$ cat config.mk
export PLATFORM = sky130hd
export DESIGN_NAME = adc_rate_fifo
export DESIGN_NICKNAME = d
export VERILOG_FILES = /design/src/rtl/adc_rate_fifo_pkg.sv /design/src/rtl/adc_rate_gen.sv /design/src/rtl/adc_fifo_store.sv /design/src/rtl/adc_rate_fifo.sv
export SDC_FILE = /design/constraint.sdc
export NUM_CORES = 1
export LEC_CHECK = 0
export BUFFER_PORTS_ARGS = -buffer_cell sky130_fd_sc_hd__buf_4
export CAP_MARGIN = 20
export CORE_ASPECT_RATIO = 0.75
export CORE_MARGIN = 1
export CORE_UTILIZATION = 40
export CTS_CLUSTER_DIAMETER = 120
export DETAILED_ROUTE_END_ITERATION = 7
export PLACE_DENSITY = 0.64
export SYNTH_ARGS = -nofsm -noshare
export SYNTH_HDL_FRONTEND = slang
export SYNTH_HIERARCHICAL = 1
export SYNTH_SLANG_ARGS = --single-unit
$ cat constraint.sdc
create_clock -name clk -period 4.6 [get_ports clk]
set_input_delay 0.92 -clock clk [delete_from_list [all_inputs] [get_ports clk]]
set_output_delay 0.92 -clock clk [all_outputs]
set_load 0.01 [all_outputs]
$ cat src/rtl/adc_rate_fifo_pkg.sv
// Shared definitions for the rate-selectable input FIFO.
// Assumes the rate code is two bits and the divider counter three bits.
package adc_rate_fifo_pkg;

    localparam int RATE_W = 2;
    localparam int DIV_W  = 3;

    typedef enum logic [RATE_W-1:0] {
        RATE_DIV1 = 2'd0,
        RATE_DIV2 = 2'd1,
        RATE_DIV4 = 2'd2,
        RATE_DIV8 = 2'd3
    } rate_e;

    // Low-bit mask of the divider counter that must be zero for a read strobe.
    function automatic logic [DIV_W-1:0] rate_mask(input logic [RATE_W-1:0] code);
        logic [DIV_W-1:0] m;
        m = '0;
        for (int i = 0; i < DIV_W; i++) begin
            if (i < int'(code)) m[i] = 1'b1;
        end
        return m;
    endfunction

endpackage

$ cat src/rtl/adc_rate_gen.sv
// Read strobe generator: a free-running counter, cleared by sync, whose
// masked low bits give divide-by-1/2/4/8. Resampler mode overrides the rate
// and optionally gates the strobe. Assumes rate code 0..3.
module adc_rate_gen
    import adc_rate_fifo_pkg::*;
(
    input  logic              clk,
    input  logic              rst_n,
    input  logic              clear,
    input  logic [RATE_W-1:0] rate_sel,
    input  logic              resamp_en,
    input  logic              resamp_dec15,
    input  logic              resamp_gate,
    output logic              rd_stb
);

    logic [DIV_W-1:0] div_cnt;
    logic [DIV_W-1:0] mask;
    logic             gate_ok;

    // Divider counter: free running, re-phased by sync.
    always_ff @(posedge clk) begin
        if (!rst_n)     div_cnt <= '0;
        else if (clear) div_cnt <= '0;
        else            div_cnt <= div_cnt + 1'b1;
    end

    // Strobe decode: resampler forces full rate and may gate it.
    always_comb begin
        mask    = resamp_en ? '0 : rate_mask(rate_sel);
        gate_ok = !resamp_en || !resamp_dec15 || resamp_gate;
        rd_stb  = ((div_cnt & mask) == '0) && gate_ok;
    end

endmodule

$ cat src/rtl/adc_fifo_store.sv
// Sample store with write/read pointers, occupancy, priming and sticky flags.
// Reads begin once occupancy reaches DEPTH/2 after a clear. Assumes DEPTH
// is a power of two so pointers wrap naturally.
module adc_fifo_store #(
    parameter int DATA_W = 12,
    parameter int DEPTH  = 8
) (
    input  logic              clk,
    input  logic              rst_n,
    input  logic              clear,
    input  logic              enable,
    input  logic              push_req,
    input  logic [DATA_W-1:0] wr_data,
    input  logic              rd_stb,
    output logic              pop,
    output logic [DATA_W-1:0] rd_data,
    output logic              ovf,
    output logic              udf
);

    localparam int AW   = $clog2(DEPTH);
    localparam int CW   = AW + 1;
    localparam int HALF = DEPTH / 2;

    logic [DATA_W-1:0] mem [DEPTH];
    logic [AW-1:0]     wr_ptr, rd_ptr;
    logic [CW-1:0]     count;
    logic              primed;
    logic              empty, full, push, over_evt, under_evt;

    // Handshake decode for this cycle.
    always_comb begin
        empty     = (count == '0);
        full      = (count == CW'(DEPTH));
        pop       = enable && !clear && primed && rd_stb && !empty;
        push      = enable && !clear && push_req && (!full || pop);
        over_evt  = enable && !clear && push_req && full && !pop;
        under_evt = enable && !clear && primed && rd_stb && empty;
        rd_data   = mem[rd_ptr];
    end

    // Storage array write.
    always_ff @(posedge clk) begin
        if (push) mem[wr_ptr] <= wr_data;
    end

    // Pointer, occupancy, priming and flag state.
    always_ff @(posedge clk) begin
        if (!rst_n || clear) begin
            wr_ptr <= '0;
            rd_ptr <= '0;
            count  <= '0;
            primed <= 1'b0;
            ovf    <= 1'b0;
            udf    <= 1'b0;
        end else begin
            if (push) wr_ptr <= wr_ptr + 1'b1;
            if (pop)  rd_ptr <= rd_ptr + 1'b1;
            count  <= count + CW'(push) - CW'(pop);
            primed <= primed || (count >= CW'(HALF));
            ovf    <= ovf || over_evt;
            udf    <= udf || under_evt;
        end
    end

endmodule

$ cat src/rtl/adc_rate_fifo.sv
// Top level: sync source selection, rate generator, store and output stage.
// Bypass registers input samples directly; otherwise the store is drained
// at the selected sub-rate. Assumes a single receive clock domain.
module adc_rate_fifo
    import adc_rate_fifo_pkg::*;
#(
    parameter int DATA_W = 12,
    parameter int DEPTH  = 8,
    parameter int NSYNC  = 8,
    localparam int SEL_W = $clog2(NSYNC)
) (
    input  logic              clk,
    input  logic              rst_n,
    input  logic [DATA_W-1:0] din,
    input  logic              din_valid,
    input  logic [1:0]        rate_sel,
    input  logic              bypass,
    input  logic              resamp_en,
    input  logic              resamp_dec15,
    input  logic              resamp_gate,
    input  logic [NSYNC-1:0]  sync_src,
    input  logic [SEL_W-1:0]  sync_sel,
    output logic [DATA_W-1:0] dout,
    output logic              dout_valid,
    output logic              ovf_flag,
    output logic              udf_flag
);

    logic              sync_hit;
    logic              rd_stb;
    logic              pop;
    logic [DATA_W-1:0] rd_data;

    // Sync source multiplexer.
    always_comb sync_hit = sync_src[sync_sel];

    adc_rate_gen u_rate (
        .clk          (clk),
        .rst_n        (rst_n),
        .clear        (sync_hit),
        .rate_sel     (rate_sel),
        .resamp_en    (resamp_en),
        .resamp_dec15 (resamp_dec15),
        .resamp_gate  (resamp_gate),
        .rd_stb       (rd_stb)
    );

    adc_fifo_store #(
        .DATA_W (DATA_W),
        .DEPTH  (DEPTH)
    ) u_store (
        .clk      (clk),
        .rst_n    (rst_n),
        .clear    (sync_hit),
        .enable   (!bypass),
        .push_req (din_valid),
        .wr_data  (din),
        .rd_stb   (rd_stb),
        .pop      (pop),
        .rd_data  (rd_data),
        .ovf      (ovf_flag),
        .udf      (udf_flag)
    );

    // Output register: bypass path or store read path.
    always_ff @(posedge clk) begin
        if (!rst_n) begin
            dout       <= '0;
            dout_valid <= 1'b0;
        end else if (sync_hit) begin
            dout_valid <= 1'b0;
        end else if (bypass) begin
            dout_valid <= din_valid;
            if (din_valid) dout <= din;
        end else begin
            dout_valid <= pop;
            if (pop) dout <= rd_data;
        end
    end

endmodule

==> summary.md <==
| Metric | Value |
|---|---|
| Startpoint types | `input pin` |
| GRT met1 Usage | `23.7%` |
| Syn nets | `roughly 340` |
| VDD IR max | `around 0.31 mV` |
| Final Non-Filler Cells | `~550` |
| Ys Warns | `6` |
| Skew final | `0.00917 ns` |
| First-pass GRT wire length | `around 17000 um` |
| Pleak | `between 0.002 and 0.0025 uW` |
| Pins Over Slew Limit | `0` |
| DR vias/cell | `approximately 5.4` |
| Root buf cell | `clkbuf_16` |
| Worst EP arrival | `~3.8 ns` |
| Max_cap viols | `0` |
| Htree depth | `4` |
| CTS Buf Count | `17` |
| Routed WL | `approximately 11000 um` |
| Most common cell in the netlist | `edfxtp_1` |
| Power Dens Cells | `just over 400 nW/um2` |
| Hold depth | `1` |
| Maximum operating frequency | `~290 MHz` |
| Hold crit path type | `register to register` |
| Post-synth EDFFs | `96` |
| Ys flop type | `edfxtp_1` |
| DR pass1 iterations | `4` |
| Mapped Area | `between 5000 and 6000 um2` |
| Post-Syn Area per Cell | `approximately 18 um2` |
| Syn Inst Count | `~300` |
| Worst-Margin Slew | `slightly below 0.8 ns` |
| Setup TNS | `0 ns` |
| Post-CTS Repair Setup Buffers | `0` |
| Status | `finished, final reports clean` |
| CP max FO | `19` |
| Hold Fails Final Rpt | `0` |
| Commonest cells in the netlist | `edfxtp_1 (96), dfxtp_1 (32), mux4_1 (23)` |
| Data required time of the worst path | `about 5.0 ns` |
| Crit end category | `register` |
| #FFs+latches synth | `~130` |
| M3 GR Usage | `under 10%` |
| Longest Clk Path Bufs | `2` |
| Ys async rst share | `0%` |
| Initial DRC count | `approximately 180` |
| N_diodes | `0` |
| CTS Sinks | `between 100 and 150` |
| Port Buffers | `46` |
| RSZ-0062 raised after global routing | `false` |
| Post-DP HPWL | `7540 um` |
| Worst-path clk slew | `around 0.060 ns` |
| Vias in the first global route | `between 3k and 4k` |
| Crit. Startpoint | `sync_sel[0]` |
| CTS tree | `yes` |
| Routed WL per cell | `~21 um` |
| Sequential area share after synthesis | `roughly 67%` |
| Initial antenna violation count | `0` |
| Tcrit/Tclk final | `between 70% and 80%` |
| Reg2reg path depth | `5` |
| CTS resizes | `0` |
| Hold-fix buffers, CTS | `0` |
| Crit Path Category | `input pin to register` |
| Placed Cells | `514` |
| Largest net degree at the start of global routing | `20` |
| Tmin final | `around 3.4 ns` |
| Endpoints failing setup | `0` |
| Overall global routing resource usage | `a little under a fifth` |
| Synth area leaders | `edfxtp_1 (55%), dfxtp_1 (12%), mux4_1 (11%), mux2_2 (2.6%), o221a_2 (2.6%)` |
| Die Y | `between 100 and 150 um` |
| Die width | `between 100 and 150 um` |
| Filler Cell Count | `around 1.0k` |
| Routed Antenna Nets | `0` |
| Placer Congestion | `between 0.7 and 0.8` |
| Distinct cells, synth | `40` |
| Residual DRC count | `0` |
| Met2 Use GR | `between 20% and 30%` |
| Relative slew slack | `around half` |
| Yosys top cell by area | `edfxtp_1` |
| Clock Latency Late Sink | `between 0.4 and 0.5 ns` |
| Area fraction of the dominant cell type after synthesis | `between 50% and 60%` |
| Initial Util | `41.9%` |
| Reg2reg setup slack | `1.92 ns` |
| Fin nets | `a little over 400` |
| Worst flop-to-flop path endpoint | `dout[1]$_SDFFE_PN0P_` |
| Core area | `around 13000 um2` |
| IO Pins | `47` |
| Proportion of layout cells with a drive suffix above 1 | `around a third` |
| CP endpoint | `dout[8]$_SDFFE_PN0P_` |
| Die Footprint | `13600 um2` |
| Global-route layer with the greatest usage | `met2` |
| Vias | `between 2k and 3k` |
| # rows | `35` |
| Area Growth Syn to Fin | `22.9%` |
| Overflow left after global routing | `0` |
-- cells in the final DEF (no fill, tap or decap), types with 3 or more instances in the layout --
master / count
edfxtp_1: 96
mux2_2: 12
o221a_2: 12
dfxtp_1: 32
a21oi_1: 9
xnor2_1: 3
inv_1: 11
nor3_2: 4
nand2_1: 7
o22a_1: 12
nand2b_1: 4
clkbuf_16: 19
mux4_1: 23
mux4_2: 3
o21ai_0: 4
nor2_1: 16
ha_1: 8
buf_4: 63
inv_4: 3
clkinv_4: 3
nand3_1: 3
-- logic make-up after synthesis --
| group | after synthesis | synth area share (%) |
|---|---|---|
| simple gates | 48 | 4.94 |
| fa+ha+maj | 9 | 2.28 |
| flops | 128 | 66.9 |
| compound gates | 44 | 7.08 |
| buf+inv | 25 | 2.42 |
| mux | 39 | 15.6 |
| xor+xnor | 5 | 0.831 |
-- layer usage --
metal / part of all wire [%] / vias to the layer above
li1: - / 1358
met1: 46 / 1528
met2: 48 / 71
met3: 4.6 / 8
met4: 1.2 / 0
met5: 0 / -
-- per-stage QoR --
stage | hold WS [ns] | worst slack (ns) | power (uW) | utilization, % | instance area, um2
after floorplan | 0.426 | 0.462 | 1340 | - | 5270
after global placement | 0.432 | 0.852 | 1400 | 46.9 | 5890
after detailed placement | 0.451 | 0.782 | 1410 | 47.0 | 5910
after CTS | 0.465 | 1.20 | 2670 | 51.5 | 6480
after global routing | 0.477 | 1.10 | 2740 | 51.5 | 6480
final | 0.462 | 1.21 | 2660 | 51.5 | 6480
-- registers in the layout (all words and copies together), names as in the netlist, named ones only --
name	count
u_store/ovf	1
u_store/rd_ptr	3
u_rate/div_cnt	3
u_store/udf	1
u_store/primed	1
u_store/mem	96
dout_valid	1
u_store/count	4
dout	12
u_store/wr_ptr	3
-- worst max-delay path: stages --
cell	delay, ns
buf_4	0.09
mux4_1	0.54
mux2_4	0.39
and4b_2	0.37
nand2_1	0.12
inv_1	0.15
nand2_1	0.38
a21oi_4	0.52
o221a_2	0.27
-- layout make-up --
| type | instances | area [um2] | share of cell area, % |
|---|---|---|---|
| Clock inverter | 10 | 73.8 | 1.14 |
| Tap cell | 166 | 208 | 3.21 |
| Inverter | 11 | 41.3 | 0.638 |
| Clock buffer | 22 | 497 | 7.67 |
| Sequential cell | 128 | 3520 | 54.4 |
| Timing Repair Buffer | 64 | 488 | 7.53 |
| Multi-Input combinational cell | 145 | 1650 | 25.4 |
-- power breakdown --
part / internal, uW / total [uW] / switching (uW) / leakage [uW]
clock network: 771 / 1270 / 503 / 0.000278
logic: 56.4 / 116 / 59.7 / 0.000873
registers: 1260 / 1260 / 9.06 / 0.00112
total: 2080 / 2660 / 572 / 0.00228
-- how the worst min path moves through the flow --
stage                                      start                            to  slack [ns]
floorplan           u_rate/div_cnt[0]$_SDFF_PP0_  u_rate/div_cnt[0]$_SDFF_PP0_        0.43
global placement    u_rate/div_cnt[0]$_SDFF_PP0_  u_rate/div_cnt[0]$_SDFF_PP0_        0.43
detailed placement  u_rate/div_cnt[0]$_SDFF_PP0_  u_rate/div_cnt[0]$_SDFF_PP0_        0.45
CTS                 u_rate/div_cnt[0]$_SDFF_PP0_  u_rate/div_cnt[0]$_SDFF_PP0_        0.47
global route        u_rate/div_cnt[0]$_SDFF_PP0_  u_rate/div_cnt[0]$_SDFF_PP0_        0.48
finish              u_rate/div_cnt[0]$_SDFF_PP0_  u_rate/div_cnt[0]$_SDFF_PP0_        0.46
(Power assumes the default switching activity.)
